[src/rtl/xcvr_pkg.sv]
package xcvr_pkg;

    localparam int DIRS   = 2;
    localparam int DIR_AB = 0;
    localparam int DIR_BA = 1;

    // Raw active-low controls of one direction
    typedef struct packed {
        logic en_n;
        logic ld_n;
        logic oe_n;
    } dir_ctl_t;

    // Decoded, active-high mode of one direction
    typedef struct packed {
        logic load;
        logic pass;
        logic drive;
    } dir_mode_t;

    function automatic dir_mode_t decode_ctl(input dir_ctl_t c);
        dir_mode_t m;
        m.load  = !c.en_n && !c.ld_n;
        m.pass  = !c.en_n && !c.ld_n;
        m.drive = !c.en_n && !c.oe_n;
        return m;
    endfunction

endpackage

[src/rtl/xcvr_store.sv]
module xcvr_store #(
    parameter int W = 8
) (
    input  logic         clk,
    input  logic         rst,
    input  logic         load,
    input  logic [W-1:0] d,
    output logic [W-1:0] q
);

    always_ff @(posedge clk) begin
        if (rst) begin
            q <= '0;
        end else if (load) begin
            q <= d;
        end
    end

endmodule

[src/rtl/xcvr_drive.sv]
module xcvr_drive #(
    parameter int W = 8
) (
    input  logic         pass,
    input  logic         drive,
    input  logic [W-1:0] live,
    input  logic [W-1:0] held,
    output logic [W-1:0] val,
    output logic [W-1:0] oe
);

    genvar i;
    generate
        for (i = 0; i < W; i++) begin : g_bit
            always_comb begin
                oe[i]  = drive;
                val[i] = drive ? (pass ? live[i] : held[i]) : 1'b0;
            end
        end
    endgenerate

endmodule

[src/rtl/xcvr_path.sv]
module xcvr_path
    import xcvr_pkg::*;
#(
    parameter int W = 8
) (
    input  logic         clk,
    input  logic         rst,
    input  dir_ctl_t     ctl,
    input  logic [W-1:0] src,
    output logic [W-1:0] dst_val,
    output logic [W-1:0] dst_oe
);

    dir_mode_t    mode;
    logic [W-1:0] held;

    assign mode = decode_ctl(ctl);

    xcvr_store #(.W(W)) u_store (
        .clk  (clk),
        .rst  (rst),
        .load (mode.load),
        .d    (src),
        .q    (held)
    );

    xcvr_drive #(.W(W)) u_drive (
        .pass  (mode.pass),
        .drive (mode.drive),
        .live  (src),
        .held  (held),
        .val   (dst_val),
        .oe    (dst_oe)
    );

endmodule

[src/rtl/dual_latch_xcvr.sv]
module dual_latch_xcvr
    import xcvr_pkg::*;
#(
    parameter int W = 8
) (
    input  logic         clk,
    input  logic         rst,
    input  logic [W-1:0] a_in,
    input  logic [W-1:0] b_in,
    input  logic         en_ab_n,
    input  logic         ld_ab_n,
    input  logic         oe_ab_n,
    input  logic         en_ba_n,
    input  logic         ld_ba_n,
    input  logic         oe_ba_n,
    output logic [W-1:0] a_out,
    output logic [W-1:0] a_oe,
    output logic [W-1:0] b_out,
    output logic [W-1:0] b_oe
);

    dir_ctl_t     ctl_v [DIRS];
    logic [W-1:0] src_v [DIRS];
    logic [W-1:0] val_v [DIRS];
    logic [W-1:0] oe_v  [DIRS];

    assign ctl_v[DIR_AB] = '{en_n: en_ab_n, ld_n: ld_ab_n, oe_n: oe_ab_n};
    assign ctl_v[DIR_BA] = '{en_n: en_ba_n, ld_n: ld_ba_n, oe_n: oe_ba_n};
    assign src_v[DIR_AB] = a_in;
    assign src_v[DIR_BA] = b_in;

    genvar d;
    generate
        for (d = 0; d < DIRS; d++) begin : g_dir
            xcvr_path #(.W(W)) u_path (
                .clk     (clk),
                .rst     (rst),
                .ctl     (ctl_v[d]),
                .src     (src_v[d]),
                .dst_val (val_v[d]),
                .dst_oe  (oe_v[d])
            );
        end
    endgenerate

    assign b_out = val_v[DIR_AB];
    assign b_oe  = oe_v[DIR_AB];
    assign a_out = val_v[DIR_BA];
    assign a_oe  = oe_v[DIR_BA];

endmodule

[config.mk]
export PLATFORM = sky130hd
export DESIGN_NAME = dual_latch_xcvr
export DESIGN_NICKNAME = d
export VERILOG_FILES = /design/src/rtl/xcvr_pkg.sv /design/src/rtl/xcvr_store.sv /design/src/rtl/xcvr_drive.sv /design/src/rtl/xcvr_path.sv /design/src/rtl/dual_latch_xcvr.sv
export SDC_FILE = /design/constraint.sdc
export NUM_CORES = 1
export LEC_CHECK = 0
export ABC_CLOCK_PERIOD_IN_PS = 1200
export BUFFER_PORTS_ARGS = -buffer_cell sky130_fd_sc_hd__buf_4
export CAP_MARGIN = 20
export CELL_PAD_IN_SITES_DETAIL_PLACEMENT = 1
export CELL_PAD_IN_SITES_GLOBAL_PLACEMENT = 2
export CORE_UTILIZATION = 21
export DETAILED_ROUTE_END_ITERATION = 6
export HOLD_SLACK_MARGIN = 0.03
export PLACE_DENSITY = 0.7
export SLEW_MARGIN = 30
export SYNTH_ARGS = -nofsm -noshare
export SYNTH_HDL_FRONTEND = slang
export SYNTH_SLANG_ARGS = --single-unit
[constraint.sdc]
create_clock -name clk -period 1.2 [get_ports clk]
set_input_delay 0.24 -clock clk [delete_from_list [all_inputs] [get_ports clk]]
set_output_delay 0.24 -clock clk [all_outputs]
set_load 0.01 [all_outputs]
==> results of run 1 <==
-- Yosys cell counts --
cell type	instances
a21oi_1	16
buf_2	2
buf_4	16
buf_6	4
clkbuf_1	4
dfxtp_1	16
inv_1	2
mux2i_1	16
nor2_1	16
o21ai_0	16
or2_2	2
or3b_1	12
or3b_2	4
-- kinds of logic (layout without fill, tap and decap cells) --
kind of cell,count (synthesis),in the layout,synth area share
AO/OA/AOI/OAI,32,32,0.152
buffers and inverters,28,63,0.188
AND/OR/NAND/NOR,34,34,0.202
flip-flops,16,16,0.305
multiplexers,16,16,0.152
-- worst reg2reg max path: stages, from the launching register on --
cell     delay [ns]
dfxtp_1        0.34
o21ai_0        0.08
a21oi_1        0.15
-- area by class of cell --
class | instances | area, sq um | share of cell area
Tap cell | 67 | 83.8 | 0.0576
Multi-Input combinational cell | 82 | 548 | 0.376
Inverter | 2 | 10.0 | 0.00687
Timing Repair Buffer | 57 | 435 | 0.299
Clock buffer | 4 | 55.1 | 0.0378
Sequential cell | 16 | 324 | 0.223
-- worst min path at each step --
stage / startpoint / depth (start not counted) / slack, ns / to
floorplan: ld_ab_n / 2 / 0.42 / g_dir[0].u_path.u_store.q[0]
global placement: g_dir[0].u_path.u_store.q[5] / 2 / 0.46 / g_dir[0].u_path.u_store.q[5]
detailed placement: g_dir[1].u_path.u_store.q[0] / 2 / 0.47 / g_dir[1].u_path.u_store.q[0]
CTS: en_ba_n / 3 / 0.28 / g_dir[1].u_path.u_store.q[3]
global route: en_ba_n / 3 / 0.30 / g_dir[1].u_path.u_store.q[3]
finish: rst / 2 / 0.29 / g_dir[1].u_path.u_store.q[1]
-- power by group through the flow --
stage	Clock [mW]	Combinational, mW	Sequential, mW
after floorplan	0	0.204	0.575
after global placement	0	0.307	0.577
after detailed placement	0	0.318	0.578
after CTS	0.506	0.324	0.566
after global routing	0.523	0.357	0.570
final	0.479	0.322	0.567
-- timing repair --
item	4_1_cts	5_1_grt
gates cloned	0	0
pin swaps	0	4
hold buffers	0	0
gates resized for setup	3	9
setup endpoints to repair	32	19
endpoints found under the hold margin	0	0
-- placed cells by master, fill, tap and decap left out --
cell,instances
a21oi_1,16
buf_6,2
dfxtp_1,13
inv_4,1
o21ai_0,16
buf_4,55
mux2i_1,16
nor2_1,12
clkbuf_8,4
nor2_2,4
inv_2,1
dfxtp_2,3
or2_4,2
or3b_1,12
or3b_2,4
-- layer usage --
metal,part of all wire,up-vias,track usage
met1,0.44,459,0.126
li1,-,487,-
met5,0,-,0
met3,0.084,2,0.0331
met4,0.0033,0,0.0392
met2,0.47,39,0.192
-- per-stage QoR --
step | setup WS, ns | cell area (sq um)
finish | 0.0366 | 1460
global route | -0.0136 | 1460
CTS | 0.00822 | 1440
detailed placement | -0.105 | 1370
global placement | -0.0791 | 1370
floorplan | 0.0129 | 1050
==> results.toml, run 1 <==
[run_status]
outcome = "completed"

[critical_path]
critical_path.max_stage_delay_ns = 0.32
crit_chain = "mux2i_1 > nor2_2 > buf_4"
regToRegStartpoint = "g_dir[0].u_path.u_store.q[7]"
crit_required_ns = 0.96
crit_family = "flip-flops"
crit_cells = 3
worstRegToRegCells = 2
slowest_stage = "dfxtp_2"
arrival_ns = 0.92
startpoint = "g_dir[1].u_path.u_store.q[4]"
crit_buf_inv = 1
cp-endpoint = "a_out[4]"
critPathLaunchType = "flop"
r2r_end = "g_dir[0].u_path.u_store.q[7]"
cp_max_fo = 2
crit_path_end_kind = "output pin"
crit_type = "reg -> out"
r2r_slack_ns = 0.57

[final_layout]
largest_register = "g_dir.u_path.u_store.q"
reg_top3 = "g_dir.u_path.u_store.q (16)"
fillers = 610
nNetsFinal = 186
largest_reg_flops = 16
diodes = 0
instances_no_fill = 228
drive_above_1_share = 0.472
areaGrowthSynthToFinish_pct = 38.6
fin_util = 0.306

[floorplanning]
die_h_um = 72.7
initial_core_util = 0.221
coreArea_sq_mm = 0.00475
rows = 25
die_w_um = 72.7
io_pins = 56
dieArea_sq_mm = 0.00529

[synthesis]
syn_inst = 126
avgSynthCellArea_sq_um = 8.34
synthTopCellsByArea = "dfxtp_1, mux2i_1, buf_4, or3b_1, a21oi_1"
synth_cell_types = 13
syn_area_sq_mm = 0.00105
seq_area_frac_synth = 0.305
yosysTopAreaCellShare = 0.305
ys_ff_latch = 16
synth_area_leader_cell = "dfxtp_1"
synth.net_count = 150
ys_warn_count = 0

[placed_design]
numPlacedInstances = 224
dp_hpwl_um = 2000
gp_routability_congestion = 0.729
io_buffers = 55

[grt]
grt_max_degree = 25
grt_overflow = 0
track_usage = 0.110
grt_pass1_wl_um = 4490
first_global_vias = 998
antenna_found_initial = 0

[pwr]
power_frac_clock = 0.350
combPwrFrac = 0.236
irDropWorstVdd_uv = 287
leakage_nw = 0.656
power.internal_mw = 1.02
power.total_mw = 1.37
switchingPower_mw = 0.351
pwr-share-seq = 0.414
swShare = 0.257
power_density_mw_per_mm2 = 940

[clock_tree]
clkSinkCount = 16
cts-htree-levels = 1
tritoncts = "done"
postCtsSetupBuffers = 0
cts_buffers = 3
root_buffer = "clkbuf_8"
cts.path.max_buffers = 2
clk_pin_slew_worst_paths_ns = 0.07
worstSkewPairLatency_ns = 0.25

[worst_hold_path]
hp-class = "in -> reg"

[sta]
finClkSkew_ns = 0
finalCritPeriodShare = 0.970
finalCriticalPeriod_ns = 1.16
final-hold-violation-count = 0
tightest_slew_ns = 0.161
finalSetupViolations = 0
setup_tns_ns = 0
rsz0062_at_grt = "yes"
slew_headroom = 0.890
hold_ws_ns = 0.288
fmax_mhz = 860
drv_slew = 0

[detailed_routing]
drtPass1Iterations = 3
drt-wirelength-per-cell_um = 11.9
finalWirelength_um = 2700
vias = 987
drtIter0Drc = 42
ant_nets = 0
drc_errors = 0
viasPerCell = 4.33

[run]
maxCapViolations = 0
Power figures use the tool's default switching activity.
==> run 2, diff against run 1 <==
--- a/config.mk
+++ b/config.mk
@@ -10,11 +10,11 @@
 export CAP_MARGIN = 20
 export CELL_PAD_IN_SITES_DETAIL_PLACEMENT = 1
 export CELL_PAD_IN_SITES_GLOBAL_PLACEMENT = 2
+export CORE_ASPECT_RATIO = 1.75
 export CORE_UTILIZATION = 21
 export DETAILED_ROUTE_END_ITERATION = 6
 export HOLD_SLACK_MARGIN = 0.03
 export PLACE_DENSITY = 0.7
-export SLEW_MARGIN = 30
 export SYNTH_ARGS = -nofsm -noshare
 export SYNTH_HDL_FRONTEND = slang
 export SYNTH_SLANG_ARGS = --single-unit
==> results.toml, run 2 (synthesis gave the netlist of run 1 again) <==
[grt]
grt_pass1_wl_um = 4710
grt_overflow = 0
antenna_found_initial = 0
track_usage = 0.111
first_global_vias = 1014
grt_max_degree = 25

[clock_tree]
root_buffer = "clkbuf_8"
postCtsSetupBuffers = 0
clk_pin_slew_worst_paths_ns = 0.06
worstSkewPairLatency_ns = 0.24
ctsHoldBuffers = 0
cts-htree-levels = 1
cts.path.max_buffers = 2
cts_buffers = 3
tritoncts = "done"
clkSinkCount = 16

[pwr]
power.total_mw = 1.29
power_density_mw_per_mm2 = 902
leakage_nw = 0.650
irDropWorstVdd_uv = 352

[final_layout]
areaGrowthSynthToFinish_pct = 35.8
finalInstanceArea_sq_mm = 0.00143
largest_register = "g_dir.u_path.u_store.q"
largest_reg_flops = 16
diodes = 0
drive_above_1_share = 0.463
nNetsFinal = 186
mostFrequentLayoutCell = "buf_4"
final_cell_mix = "buf_4, mux2i_1, o21ai_0, a21oi_1"
reg_top3 = "g_dir.u_path.u_store.q (16)"

[placed_design]
gp_routability_congestion = 0.722
dp_hpwl_um = 2170
dpl_cell_area_sq_mm = 0.00135
io_buffers = 55

[floorplanning]
die_w_um = 55.5
rows = 33
dieArea_sq_mm = 0.00530
io_pins = 56
die_h_um = 95.6
coreArea_sq_mm = 0.00475
initial_core_util = 0.221

[sta]
final-hold-violation-count = 0
finalCritPeriodShare = 0.980
fmax_mhz = 851
finClkSkew_ns = 0
rsz0062_at_grt = "yes"
slew_headroom = 0.886
drv_slew = 0
finalCriticalPeriod_ns = 1.18
tightest_slew_ns = 0.166
finalSetupViolations = 0

[critical_path]
cp-endpoint = "b_out[6]"
slowest_stage = "or2_4"
crit_chain = "buf_4 > or2_4 > nor2_2 > buf_4"
crit_path_end_kind = "output pin"
crit_type = "in -> out"
crit_cells = 4
crit_required_ns = 0.96
regToRegStartpoint = "g_dir[0].u_path.u_store.q[1]"
arrival_ns = 0.94
crit_buf_inv = 2
r2r_end = "g_dir[0].u_path.u_store.q[1]"
cp_max_fo = 9
worstRegToRegCells = 2
r2r_slack_ns = 0.55
critPathLaunchType = "primary input"
cpMostUsedCell = "buf_4"
critical_path.max_stage_delay_ns = 0.31
crit_family = "simple AND/OR/NAND/NOR gates"
startpoint = "en_ab_n"

[detailed_routing]
viasPerCell = 4.58
drtIter0Drc = 29
drtPass1Iterations = 4
finalWirelength_um = 2850
drc_errors = 0
drt-wirelength-per-cell_um = 13.4
ant_nets = 0
vias = 971

[run_status]
outcome = "completed"

[run]
maxCapViolations = 0

[worst_hold_path]
hp-class = "in -> reg"
run 2: cell type report:
class	instances	area (sq um)
repair buffers	57	439
flip-flops and latches	16	324
multi-input cells	82	546
inverters	2	12.5
clock buffers	3	41.3
fillers	561	3320
well taps	52	65.1
run 2: per-stage QoR:
step                cells  setup WS (ns)  setup TNS (ns)  hold slack [ns]   util
finish                212         0.0243               0            0.293  0.301
global route          212        -0.0403          -0.106            0.304  0.301
CTS                   212       -0.00420        -0.00769            0.298  0.295
detailed placement    209         -0.120           -2.16            0.475  0.285
global placement      209         -0.116           -1.65            0.459  0.285
floorplan             126         0.0129               0            0.417      -
run 2: repair_timing:
| item | CTS | global route |
|---|---|---|
| gates resized for setup | 3 | 10 |
| endpoints found under the hold margin | 0 | 0 |
| endpoints found under the setup margin | 32 | 11 |
run 2: how the worst min path moves through the flow:
stage | startpoint | endpoint | slack, ns | depth (start not counted)
floorplan | ld_ab_n | g_dir[0].u_path.u_store.q[0] | 0.42 | 2
global placement | g_dir[0].u_path.u_store.q[5] | g_dir[0].u_path.u_store.q[5] | 0.46 | 2
detailed placement | g_dir[1].u_path.u_store.q[1] | g_dir[1].u_path.u_store.q[1] | 0.47 | 2
CTS | rst | g_dir[0].u_path.u_store.q[2] | 0.30 | 2
global route | rst | g_dir[0].u_path.u_store.q[7] | 0.30 | 2
finish | rst | g_dir[0].u_path.u_store.q[7] | 0.29 | 2
run 2: layer usage:
layer | GRT usage | wire length [um] | vias up
li1 | - | - | 489
met2 | 0.215 | 1580 | 33
met4 | 0.0438 | 25 | 0
met1 | 0.116 | 1100 | 447
met3 | 0.0217 | 139 | 2
met5 | 0 | 0 | -
run 2: power by group:
group / total (mW) / switching, mW / internal (mW)
clock: 0.394 / 0.172 / 0.222
combinational: 0.325 / 0.154 / 0.171
sequential: 0.568 / 0.0113 / 0.557
==> run 3, diff against run 2 <==
--- a/config.mk
+++ b/config.mk
@@ -14,7 +14,7 @@
 export CORE_UTILIZATION = 21
 export DETAILED_ROUTE_END_ITERATION = 6
 export HOLD_SLACK_MARGIN = 0.03
-export PLACE_DENSITY = 0.7
+export PLACE_DENSITY = 0.81
 export SYNTH_ARGS = -nofsm -noshare
 export SYNTH_HDL_FRONTEND = slang
 export SYNTH_SLANG_ARGS = --single-unit
==> results.toml, run 3 (synthesis gave the netlist of run 1 again) <==
[final_layout]
areaGrowthSynthToFinish_pct = 38.3
final_cell_mix = "buf_4, mux2i_1, o21ai_0, a21oi_1"
instances_no_fill = 214
reg_top3 = "g_dir.u_path.u_store.q (16)"
fillers = 587
multiInputGateArea_sq_um = 548
largest_register = "g_dir.u_path.u_store.q"
seqCellArea_sq_um = 327
mostFrequentLayoutCell = "buf_4"
diodes = 0
drive_above_1_share = 0.488
nNetsFinal = 187
largest_reg_flops = 16

[pwr]
power.total_mw = 1.37
power.internal_mw = 1.02
power_frac_clock = 0.349
leakage_nw = 0.663
swShare = 0.253
irDropWorstVdd_uv = 399
pwr-share-seq = 0.415
combPwrFrac = 0.236
power_density_mw_per_mm2 = 941
switchingPower_mw = 0.347

[critical_path]
r2r_end = "g_dir[0].u_path.u_store.q[4]"
r2r_slack_ns = 0.58
cp-endpoint = "b_out[5]"
startpoint = "en_ab_n"
crit_type = "in -> out"
regToRegStartpoint = "g_dir[0].u_path.u_store.q[4]"
cp_max_fo = 9
arrival_ns = 0.94
crit_path_end_kind = "output pin"
crit_required_ns = 0.96
critPathLaunchType = "primary input"
worstRegToRegCells = 2

[placed_design]
gp_routability_congestion = 0.603
dp_hpwl_um = 2010
io_buffers = 55
numPlacedInstances = 210

[floorplanning]
coreArea_sq_mm = 0.00475
dieArea_sq_mm = 0.00530
die_w_um = 55.5
die_h_um = 95.6
rows = 33
initial_core_util = 0.221
io_pins = 56

[worst_hold_path]
hp-class = "in -> reg"
min_path_cells = 2

[clock_tree]
cts-htree-levels = 1
cts_buffers = 3
worstSkewPairLatency_ns = 0.24
clk_pin_slew_worst_paths_ns = 0.07
tritoncts = "done"
clkSinkCount = 16
cts.path.max_buffers = 2
postCtsSetupBuffers = 0
root_buffer = "clkbuf_8"

[sta]
finalSetupViolations = 0
fmax_mhz = 850
rsz0062_at_grt = "yes"
finalCritPeriodShare = 0.980
final-hold-violation-count = 0
finalCriticalPeriod_ns = 1.18
drv_slew = 0
slew_headroom = 0.872
finClkSkew_ns = 0
tightest_slew_ns = 0.187
hold_ws_ns = 0.290

[grt]
busiest_layer = "met2"
globalRouteMet2Util = 0.196
met3_usage = 0.0204
grt_pass1_wl_um = 4200
antenna_found_initial = 0
grt_overflow = 0
grt_max_degree = 25
first_global_vias = 908
grtUsageMet1 = 0.0975
track_usage = 0.0982

[detailed_routing]
vias = 979
ant_nets = 0
finalWirelength_um = 2610
drtIter0Drc = 10
drc_errors = 0
viasPerCell = 4.57
drt-wirelength-per-cell_um = 12.2
drtPass1Iterations = 4

[run]
maxCapViolations = 0

[run_status]
outcome = "completed"
==> run 3: how the worst min path moves through the flow <==
stage / endpoint / startpoint
after global routing: g_dir[0].u_path.u_store.q[6] / rst
after floorplan: g_dir[0].u_path.u_store.q[0] / ld_ab_n
after CTS: g_dir[0].u_path.u_store.q[2] / rst
final: g_dir[0].u_path.u_store.q[6] / rst
after global placement: g_dir[1].u_path.u_store.q[3] / g_dir[1].u_path.u_store.q[3]
after detailed placement: g_dir[1].u_path.u_store.q[6] / g_dir[1].u_path.u_store.q[6]
==> run 3: cell type report <==
cell class,count,share of cell area
multi-input combinational,82,0.377
timing repair buffer,58,0.307
sequential,16,0.225
tap,52,0.0448
clock buffer,4,0.0379
inverter,2,0.00861
==> run 3: routing by layer <==
metal	vias to the layer above	wire length, um	share of wire
met5	-	0	0
met4	0	22	0.0084
met3	2	148	0.057
met2	37	1460	0.56
met1	451	978	0.38
li1	489	-	-
==> run 3: power by group through the flow <==
stage / Combinational [mW] / Clock [mW] / Sequential (mW)
4_1_cts: 0.324 / 0.507 / 0.566
6_report: 0.323 / 0.477 / 0.568
3_3_place_gp: 0.314 / 0 / 0.578
3_5_place_dp: 0.317 / 0 / 0.578
2_1_floorplan: 0.204 / 0 / 0.575
5_1_grt: 0.354 / 0.528 / 0.570
==> run 3: what timing repair did <==
item                       in CTS  in global routing
gates cloned                    0                  0
resized for setup               4                 12
pin swaps                       0                  6
setup endpoints to repair      32                 17
hold buffers                    0                  0
==> run 3: stage by stage <==
stage               utilization  setup TNS (ns)  instance area [sq um]  worst slack, ns
floorplan                     -               0                   1050           0.0129
global placement          0.287           -1.81                   1360           -0.120
detailed placement        0.287           -2.00                   1360           -0.134
CTS                       0.300        -0.00375                   1430         -0.00375
global route              0.306         -0.0798                   1450          -0.0274
finish                    0.306               0                   1450           0.0238
==> run 3: worst max-delay path: stages <==
cell,delay (ns)
buf_4,0.11
or2_4,0.31
nor2_1,0.14
buf_4,0.14
